===== src/rtl/evc_pkg.sv =====
package evc_pkg;
  localparam int ADDR_W = 5;
  localparam int CNT_W  = 32;
  localparam int N_CMP  = 3;
  localparam int N_FLAG = N_CMP + 2;
  localparam int CTRL_W = 4;

  localparam logic [ADDR_W-1:0] A_CTRL = 5'h00;
  localparam logic [ADDR_W-1:0] A_STAT = 5'h01;
  localparam logic [ADDR_W-1:0] A_MASK = 5'h02;
  localparam logic [ADDR_W-1:0] A_BUSY = 5'h03;

  localparam int C_EN   = 0;
  localparam int C_SRC  = 1;
  localparam int C_PRST = 2;
  localparam int C_TSE  = 3;

  localparam int F_OVF = N_CMP;
  localparam int F_BKO = N_CMP + 1;
endpackage


===== src/rtl/evc_core.sv =====
module evc_core import evc_pkg::*; #(
  parameter int W  = CNT_W,
  parameter int NC = N_CMP
) (
  input  logic                 clk,
  input  logic                 rst_n,
  input  logic                 en,
  input  logic                 src_slow,
  input  logic                 prst,
  input  logic                 tick_fast,
  input  logic                 tick_slow,
  input  logic                 ld_req,
  input  logic [W-1:0]         ld_val,
  input  logic [NC-1:0][W-1:0] cmp_vals,
  output logic [W-1:0]         cnt,
  output logic                 busy,
  output logic [NC:0]          evt
);
  logic [W-1:0] ldv;
  logic         pend;
  logic         tick;
  logic [W-1:0] nxt;

  assign tick = en & (src_slow ? tick_slow : tick_fast) & ~prst;
  assign nxt  = pend ? ldv : cnt + 1'b1;
  assign busy = pend;

  generate
    for (genvar k = 0; k < NC; k++) begin : g_match
      assign evt[k] = tick & (nxt == cmp_vals[k]);
    end
  endgenerate
  assign evt[NC] = tick & ~pend & (&cnt);

  always_ff @(posedge clk) begin
    if (!rst_n) begin
      cnt  <= '0;
      ldv  <= '0;
      pend <= 1'b0;
    end else begin
      if (tick) cnt <= nxt;
      if (ld_req) begin
        ldv  <= ld_val;
        pend <= 1'b1;
      end else if (tick) begin
        pend <= 1'b0;
      end
    end
  end

  AST_LOAD_CLEARS_BUSY: assert property (@(posedge clk) disable iff (!rst_n)
    (pend && tick && !ld_req) |=> (!busy && cnt == $past(ldv)));
  AST_IDLE_HOLDS: assert property (@(posedge clk) disable iff (!rst_n)
    (!en) |=> $stable(cnt));
  AST_WRAP_ZERO: assert property (@(posedge clk) disable iff (!rst_n)
    (tick && !pend && (&cnt)) |=> (cnt == '0));
endmodule


===== src/rtl/evc_regif.sv =====
module evc_regif import evc_pkg::*; #(
  parameter int AW = ADDR_W,
  parameter int W  = CNT_W,
  parameter int NC = N_CMP,
  parameter int NF = N_FLAG
) (
  input  logic                 clk,
  input  logic                 rst_n,
  input  logic                 wr_en,
  input  logic                 rd_en,
  input  logic [AW-1:0]        addr,
  input  logic [7:0]           wdata,
  output logic [7:0]           rdata,
  input  logic [W-1:0]         cnt,
  input  logic                 busy,
  input  logic [NF-1:0]        set_flags,
  output logic [CTRL_W-1:0]    ctrl_q,
  output logic [NF-1:0]        mask_q,
  output logic [NF-1:0]        stat_q,
  output logic                 cnt_wr,
  output logic [W-1:0]         cnt_wval,
  output logic [NC-1:0][W-1:0] cmp_q
);
  localparam int NB = W / 8;
  localparam int BW = $clog2(NB);
  localparam int WI = AW - BW;

  logic [W-1:0]    hold;
  logic [W-1:0]    live;
  logic [WI-1:0]   widx;
  logic [BW-1:0]   bsel;
  logic            is_word;
  logic            commit;
  logic [W-1:0]    wfull;

  assign widx    = addr[AW-1:BW];
  assign bsel    = addr[BW-1:0];
  assign is_word = (widx >= WI'(1)) && (widx <= WI'(NC + 1));
  assign commit  = wr_en && is_word && (bsel == '0);
  assign wfull   = {hold[W-1:8], wdata};
  assign cnt_wr  = commit && (widx == WI'(1));
  assign cnt_wval = wfull;

  always_comb begin
    live = cnt;
    for (int k = 0; k < NC; k++) begin
      if (widx == WI'(k + 2)) live = cmp_q[k];
    end
  end

  always_ff @(posedge clk) begin
    if (!rst_n) begin
      hold  <= '0;
      rdata <= '0;
    end else begin
      if (rd_en) begin
        if (is_word) begin
          if (bsel == '0) begin
            rdata <= live[7:0];
            hold  <= live;
          end else begin
            rdata <= hold[bsel*8 +: 8];
          end
        end else begin
          case (addr)
            A_CTRL:  rdata <= {4'b0, ctrl_q[C_TSE], 1'b0, ctrl_q[C_SRC], ctrl_q[C_EN]};
            A_STAT:  rdata <= {{(8-NF){1'b0}}, stat_q};
            A_MASK:  rdata <= {{(8-NF){1'b0}}, mask_q};
            A_BUSY:  rdata <= {7'b0, busy};
            default: rdata <= '0;
          endcase
        end
      end
      if (wr_en && is_word && (bsel != '0)) hold[bsel*8 +: 8] <= wdata;
    end
  end

  always_ff @(posedge clk) begin
    if (!rst_n) begin
      ctrl_q <= '0;
      mask_q <= '0;
      stat_q <= '0;
    end else begin
      ctrl_q[C_PRST] <= wr_en && (addr == A_CTRL) && wdata[C_PRST];
      if (wr_en && addr == A_CTRL) begin
        ctrl_q[C_EN]  <= wdata[C_EN];
        ctrl_q[C_SRC] <= wdata[C_SRC];
        ctrl_q[C_TSE] <= wdata[C_TSE];
      end
      if (wr_en && addr == A_MASK) mask_q <= wdata[NF-1:0];
      if (wr_en && addr == A_STAT) stat_q <= (stat_q & ~wdata[NF-1:0]) | set_flags;
      else                         stat_q <= stat_q | set_flags;
    end
  end

  generate
    for (genvar k = 0; k < NC; k++) begin : g_cmp
      always_ff @(posedge clk) begin
        if (!rst_n)                             cmp_q[k] <= '0;
        else if (commit && widx == WI'(k + 2))  cmp_q[k] <= wfull;
      end
    end
  endgenerate

  AST_W1C_CLEARS: assert property (@(posedge clk) disable iff (!rst_n)
    (wr_en && addr == A_STAT && set_flags == '0) |=> ((stat_q & $past(wdata[NF-1:0])) == '0));
  AST_W1C_KEEPS: assert property (@(posedge clk) disable iff (!rst_n)
    (wr_en && addr == A_STAT && wdata == 8'h00) |=> ((stat_q & $past(stat_q)) == $past(stat_q)));
  AST_PRST_READS_ZERO: assert property (@(posedge clk) disable iff (!rst_n)
    (rd_en && addr == A_CTRL) |=> (rdata[C_PRST] == 1'b0));
endmodule


===== src/rtl/evc_irq.sv =====
module evc_irq #(
  parameter int NF = 5
) (
  input  logic          clk,
  input  logic          rst_n,
  input  logic [NF-1:0] stat,
  input  logic [NF-1:0] mask,
  output logic          irq
);
  always_ff @(posedge clk) begin
    if (!rst_n) irq <= 1'b0;
    else        irq <= |(stat & mask);
  end

  AST_IRQ_MASKED: assert property (@(posedge clk) disable iff (!rst_n)
    ((stat & mask) == '0) |=> !irq);
  AST_IRQ_ACTIVE: assert property (@(posedge clk) disable iff (!rst_n)
    ((stat & mask) != '0) |=> irq);
endmodule


===== src/rtl/byte_event_counter.sv =====
module byte_event_counter import evc_pkg::*; (
  input  logic              clk,
  input  logic              rst_n,
  input  logic              bus_wr,
  input  logic              bus_rd,
  input  logic [ADDR_W-1:0] bus_addr,
  input  logic [7:0]        bus_wdata,
  output logic [7:0]        bus_rdata,
  input  logic              tick_fast,
  input  logic              tick_slow,
  input  logic              backoff_evt,
  output logic              irq
);
  logic [CTRL_W-1:0]           ctrl_q;
  logic [N_FLAG-1:0]           mask_q;
  logic [N_FLAG-1:0]           stat_q;
  logic [N_FLAG-1:0]           set_flags;
  logic                        cnt_wr;
  logic [CNT_W-1:0]            cnt_wval;
  logic [N_CMP-1:0][CNT_W-1:0] cmp_q;
  logic [CNT_W-1:0]            cnt;
  logic                        busy;
  logic [N_CMP:0]              evt;

  assign set_flags = {backoff_evt, evt};

  evc_regif #(.AW(ADDR_W), .W(CNT_W), .NC(N_CMP), .NF(N_FLAG)) u_regif (
    .clk(clk), .rst_n(rst_n), .wr_en(bus_wr), .rd_en(bus_rd), .addr(bus_addr),
    .wdata(bus_wdata), .rdata(bus_rdata), .cnt(cnt), .busy(busy),
    .set_flags(set_flags), .ctrl_q(ctrl_q), .mask_q(mask_q), .stat_q(stat_q),
    .cnt_wr(cnt_wr), .cnt_wval(cnt_wval), .cmp_q(cmp_q)
  );

  evc_core #(.W(CNT_W), .NC(N_CMP)) u_core (
    .clk(clk), .rst_n(rst_n), .en(ctrl_q[C_EN]), .src_slow(ctrl_q[C_SRC]),
    .prst(ctrl_q[C_PRST]), .tick_fast(tick_fast), .tick_slow(tick_slow),
    .ld_req(cnt_wr), .ld_val(cnt_wval), .cmp_vals(cmp_q),
    .cnt(cnt), .busy(busy), .evt(evt)
  );

  evc_irq #(.NF(N_FLAG)) u_irq (
    .clk(clk), .rst_n(rst_n), .stat(stat_q), .mask(mask_q), .irq(irq)
  );
endmodule


===== config.mk =====
export PLATFORM = sky130hd
export DESIGN_NAME = byte_event_counter
export DESIGN_NICKNAME = d
export VERILOG_FILES = /design/src/rtl/evc_pkg.sv /design/src/rtl/evc_core.sv /design/src/rtl/evc_regif.sv /design/src/rtl/evc_irq.sv /design/src/rtl/byte_event_counter.sv
export SDC_FILE = /design/constraint.sdc
export NUM_CORES = 1
export LEC_CHECK = 0
export BUFFER_PORTS_ARGS = -buffer_cell sky130_fd_sc_hd__buf_2
export CAP_MARGIN = 20
export CORE_UTILIZATION = 25
export DETAILED_ROUTE_END_ITERATION = 16
export HOLD_SLACK_MARGIN = 0.08
export PLACE_DENSITY = 0.42
export SYNTH_ARGS = -nofsm -noshare
export SYNTH_HDL_FRONTEND = slang
export SYNTH_SLANG_ARGS = --single-unit

===== constraint.sdc =====
create_clock -name clk -period 4.2 [get_ports clk]
set_input_delay 0 -clock clk [delete_from_list [all_inputs] [get_ports clk]]
set_output_delay 0 -clock clk [all_outputs]
set_load 0.01 [all_outputs]

# Yosys cells after proc, flatten, opt, wreduce, memory -nomap -nowiden

Cells that the tools add are included.

Flip-flop bits (word level): 216
Bits of input ports: 20
Output and inout bits: 9
Word-level logic and storage cells: 79

$add $sub $neg: 2
$lt $le $gt $ge: 2
Equality and inequality tests: 10
Shift operators: 3
Multiplexer cells: 17
Bitwise operators: 14
Reduce and logical (&&, ||, !) cells: 18

Operators by type and width:

| operator                                              | number |
|---|---|
| 2-to-1 mux 32 bit                                     | 9 |
| equality test 32 bit                                  | 3 |
| negator 5 -> 34 bit                                   | 1 |
| variable shift 8 x 34 -> 32 bit, first input constant | 1 |
| indexed part select 8 x 34 -> 32 bit                  | 1 |
| adder 32 x 1 -> 32 bit, second input constant         | 1 |
| bitwise mux 32 bit                                    | 1 |
| AND reduction 32 bit                                  | 1 |
| indexed part select 32 x 6 -> 8 bit                   | 1 |
| case mux 5 bit (4 select lines)                       | 1 |
| 2-to-1 mux 8 bit                                      | 2 |
| logical AND 1 bit                                     | 12 |
| AND 5 bit                                             | 2 |
| equality test 5 x 2 -> 1 bit, second input constant   | 2 |
| bitwise OR 5 bit                                      | 2 |
| AND 1 bit                                             | 7 |
| equality test 3 x 2 -> 1 bit, second input constant   | 2 |
| equality test 5 x 1 -> 1 bit, second input constant   | 1 |
| zero test 5 bit                                       | 1 |
| 2-to-1 mux 5 bit                                      | 1 |
| inverter 5 bit                                        | 1 |
| OR reduction 5 bit                                    | 1 |
| nonzero test 2 bit                                    | 2 |
| equality test 3 x 1 -> 1 bit, second input constant   | 1 |
| 6 further kinds                                       | 9 |

# Logic depth before layout (Yosys ltp)

Word-level depth: 10
Depth in mapped cells: 12
Gate-level depth less buffers: 9

# By module

From an unflattened synthesis, not the netlist that was laid out.

Cells, all modules: 1843
Area total of the unflattened synthesis: 14496.4 um^2

By module, submodules not included:

| module    | instances | cells each | area each (um^2) | sequential area each (um^2) |
|---|---|---|---|---|
| evc_regif | 1         | 939        | 7618.6           | 3002.9 |
| evc_core  | 1         | 900        | 6832.8           | 1301.2 |
| evc_irq   | 1         | 4          | 45.0             | 20.0 |

# Worst setup path after synthesis

No wires, ideal clock.

Path kind: reg2reg
From: register u_core.cnt[15]
To: register u_regif.stat_q[1]
Library setup time: 0.059 ns
Arrival time: 2.971 ns
Required time: 4.141 ns
Path slack: 1.170 ns
Cell stages (with the launch flop): 12
Path buffers: 3
Path through: dfxtp_1 -> buf_2 -> nand4_1 -> or2_2 -> clkbuf_1 -> or4_1 -> clkbuf_1 -> xor2_1 -> o21ai_1 -> or4b_1 -> a2111oi_0 -> a31o_1

Longest elaborated chain between the ends: 6
Elaborated cells on any way between the ends: 7
Classes of those cells: add/sub: 1; eq/ne: 1; mux: 2; bitwise: 3

Ends and longest elaborated chain:

| element                                    | line                             | RTL |
|---|---|---|
| start: declaration                         | evc_core.sv:15                   | `output logic [W-1:0] cnt,` |
| start signal: assignment                   | evc_core.sv:41                   | `if (tick) cnt <= nxt;` |
| adder 32 x 1 -> 32 bit *                   | evc_core.sv:25                   | `assign nxt = pend ? ldv : cnt + 1'b1;` |
| 2-to-1 mux 32 bit *                        | evc_core.sv:25                   |  |
| equality test 32 bit *                     | evc_core.sv:30                   | `assign evt[k] = tick & (nxt == cmp_vals[k]);` |
| AND 1 bit *                                | evc_core.sv:30                   |  |
| bitwise OR 5 bit, on equally long branches | evc_regif.sv:92, evc_regif.sv:91 |  |
| 2-to-1 mux 5 bit *                         | evc_regif.sv:91                  | `if (wr_en && addr == A_STAT) stat_q <= (stat_q & ~wdata[NF-1:0]) \| set_flags;` |
| end signal: assignment                     | evc_regif.sv:91                  |  |
| end signal: assignment                     | evc_regif.sv:92                  | `else stat_q <= stat_q \| set_flags;` |
| end: declaration                           | evc_regif.sv:19                  | `output logic [NF-1:0] stat_q,` |

Every way passes the cells marked *; elsewhere a longest branch is shown, timed or not.
A chain may end at the register's enable or synchronous reset.

# Final worst setup path

From: register u_core.cnt[0]
To: register u_regif.stat_q[1]

Same word-level chain as after synthesis.

==> flow_summary.yaml <==
status:
  status: "finished clean"
pwr:
  powerDensity_nw_per_um2: 305
  ir_drop_mv: 0.354
  p_leak_nw: 5.63
worst_setup_path:
  crit_path_max_fanout: 16
  cp_slowest_cell: "nor4_1"
  start_kind: "register"
  crit_chain: "ha_1 > nand3_1 > buf_4 > nor4_1 > xnor2_1 > o21ai_1 > xnor2_1 > o2111ai_1 > nor4_1 > a31o_1"
  crit_type: "register to register"
  worst_path_largest_cell_delay_ps: 800
  cp.required_ps: 4730
  critical_path_arrival_ps: 4580
  cp-end-kind: "register"
flow_run:
  max-cap-violations: 0
die:
  die_area_um2: 58800
  core-area_um2: 56700
  fp.dieH_um: 242
  die_w_um: 242
  initial_core_util_pct: 25.5
  num_rows: 87
  io_pins: 29
global_routing:
  grt_usage_pct: 24.6
  antenna_found_initial: 2
  grt_pass1_vias: 13767
  grt-busiest-layer: "met2"
  overflow: 0
  gr-usage-met3_pct: 3.27
  grt_max_degree: 92
  met2_usage_pct: 37.0
  grt_pass1_wl_mm: 106
  grt.met1_usage_pct: 35.7
detailed_routing:
  wl_mm: 74.0
  dr_total_vias: 14815
  via_per_inst: 5.55
  drt_pass1_iterations: 5
  drcViolationCount: 0
  wl_per_cell_um: 27.7
  ant_nets: 0
  first_iter_violations: 1508
cells_and_area:
  post-route-util_pct: 29.1
  finalNetCount: 1918
  n_antenna_cell: 0
  synthToLayoutAreaGrowth_pct: 14.2
  drive_gt1_share_pct: 9.20
yosys:
  synth_ff_type: "dfxtp_1"
  ys_seq_area_share_pct: 29.9
  yosysTopAreaCell: "dfxtp_1"
  async_flop_share_pct: 0
  synthCells: 1938
  yosysWarningCount: 0
  syn_nets: 1964
  synth_common_cells: "nand2_1 (351), dfxtp_1 (216), clkbuf_1 (151)"
  yosysMostFrequentCell: "nand2_1"
  synth_cell_types: 76
  synthTopCellsByArea: "dfxtp_1 (30%), nand2_1 (9.1%), a21boi_0 (7.2%)"
  syn_area_um2: 14500
  synth_top_area_share_pct: 29.9
  ys_ff_latch: 216
  synth-edff-count: 0
  postSynthAreaPerCell_um2: 7.46
clock_network:
  ctsResizeCount: 0
  h-tree-depth: 1
  post_cts_buffers: 0
  numCtsBuffers: 28
  clock_latency_ps: 600
  clk_pin_slew_ps: 60
  root_buffer: "clkbuf_16"
  cts_buffer_depth: 3
  cts_tree: "yes"
  cts_num_sinks: 216
sta:
  fin_setup_tns_ps: 0
  min_period_over_period_pct: 96.6
  fin_skew_ps: 31.2
  rsz0062_at_grt: "no"
  fmax_mhz: 246
  hold_viol: 0
  finalSetupViolCount: 0
  maxSlewViolCount: 0
  period_minus_slack_ps: 4060
  relSlewSlack_pct: 35.0
  worst_slew_pin_slew_ps: 951
min_path:
  hp-class: "primary input to register"
placed_design:
  io_buffers: 28
  gp_congestion: 1.04
  dp_hpwl_mm: 54.5
[kinds of logic (layout without fill, tap and decap cells)]
kind of cell             Yosys count  after routing  synth area share (%)
XOR/XNOR                         123            123                  7.55
AND/OR/NAND/NOR                  819            819                  26.9
adder cells (fa/ha/maj)            7              7                 0.589
flip-flops                       216            216                  29.9
multiplexers                      64             64                  5.16
AO/OA/AOI/OAI                    496            496                  24.2
buffers and inverters            213            188                  5.69
[stage by stage]
stage | worst slack (ps) | instances | cell area (um^2) | hold slack [ps] | total power [W]
2_1_floorplan | 1170 | 1938 | 14500 | 139 | 0.00235
3_3_place_gp | 171 | 2604 | 15400 | 239 | 0.00249
3_5_place_dp | 250 | 2604 | 15400 | 239 | 0.00249
4_1_cts | 184 | 2669 | 16500 | 139 | 0.00507
5_1_grt | 15.0 | 2669 | 16500 | 173 | 0.00517
6_report | 142 | 2669 | 16500 | 166 | 0.00503
[critical path: cells and delay by family, from the launching register on]
| kind | cells | cell delay, ps |
|---|---|---|
| compound gates | 3 | 950 |
| xor+xnor | 2 | 430 |
| fa+ha+maj | 1 | 310 |
| buf+inv | 1 | 260 |
| flops | 1 | 490 |
| simple gates | 3 | 1520 |
[report_power, final]
part | leakage, nW | switching, W | internal (W) | total (W)
Clock | 0.464 | 0.00104 | 0.00153 | 0.00257
Sequential | 1.74 | 0.0000413 | 0.00207 | 0.00211
Combinational | 3.42 | 0.000220 | 0.000126 | 0.000346
Total | 5.63 | 0.00130 | 0.00373 | 0.00503
[registers in the layout (all words and copies together), names as in the netlist]
signal / flops
u_core.cnt: 32
u_regif.rdata: 8
u_regif.hold: 32
u_irq.irq: 1
u_regif.ctrl_q: 4
u_regif.cmp_q: 96
u_regif.mask_q: 5
u_core.ldv: 32
u_regif.stat_q: 5
u_core.busy: 1
[per-layer routing]
layer / share of wire, % / vias to the layer above
met5: 0.018 / -
met4: 3.5 / 2
met3: 7.3 / 102
met2: 43 / 642
met1: 46 / 7306
li1: - / 6763
[what timing repair did]
action                     in CTS  in global routing
setup endpoints to repair       0                  0
hold buffers                   14                  0
hold endpoints to repair      149                  0
[layout by cell type (no fill, tap or decap), types with 28 or more instances in the layout]
master,n
a211oi_1,61
a21boi_0,139
a21oi_1,55
a31oi_1,36
and2_1,29
buf_4,64
clkbuf_16,28
dfxtp_1,215
mux2i_1,52
nand2_1,351
nand3_1,36
nor2_1,135
nor2b_1,54
nor3_1,62
o21ai_0,64
xnor2_1,67
xor2_1,55
[cell type report]
class                           count  area (um^2)
Sequential cell                   216         4330
Clock inverter                     10          148
Clock buffer                       41          820
Timing Repair Buffer              109          827
Inverter                           28          105
Fill cell                        6145        40200
Tap cell                          756          946
Multi-Input combinational cell   1509         9330
[path summary, 6_finish.rpt]
kind | startpoint | to | slack [ps] | cells past startpoint
setup reg to reg | u_core.cnt[0] | u_regif.stat_q[1] | 140 | 10
hold reg to reg | u_core.ldv[22] | u_core.ldv[22] | 470 | 2
setup / recovery | u_core.cnt[0] | u_regif.stat_q[1] | 140 | 10
hold / removal | bus_addr[4] | u_regif.mask_q[0] | 170 | 5
No activity file was read; power rests on OpenSTA's default activity.
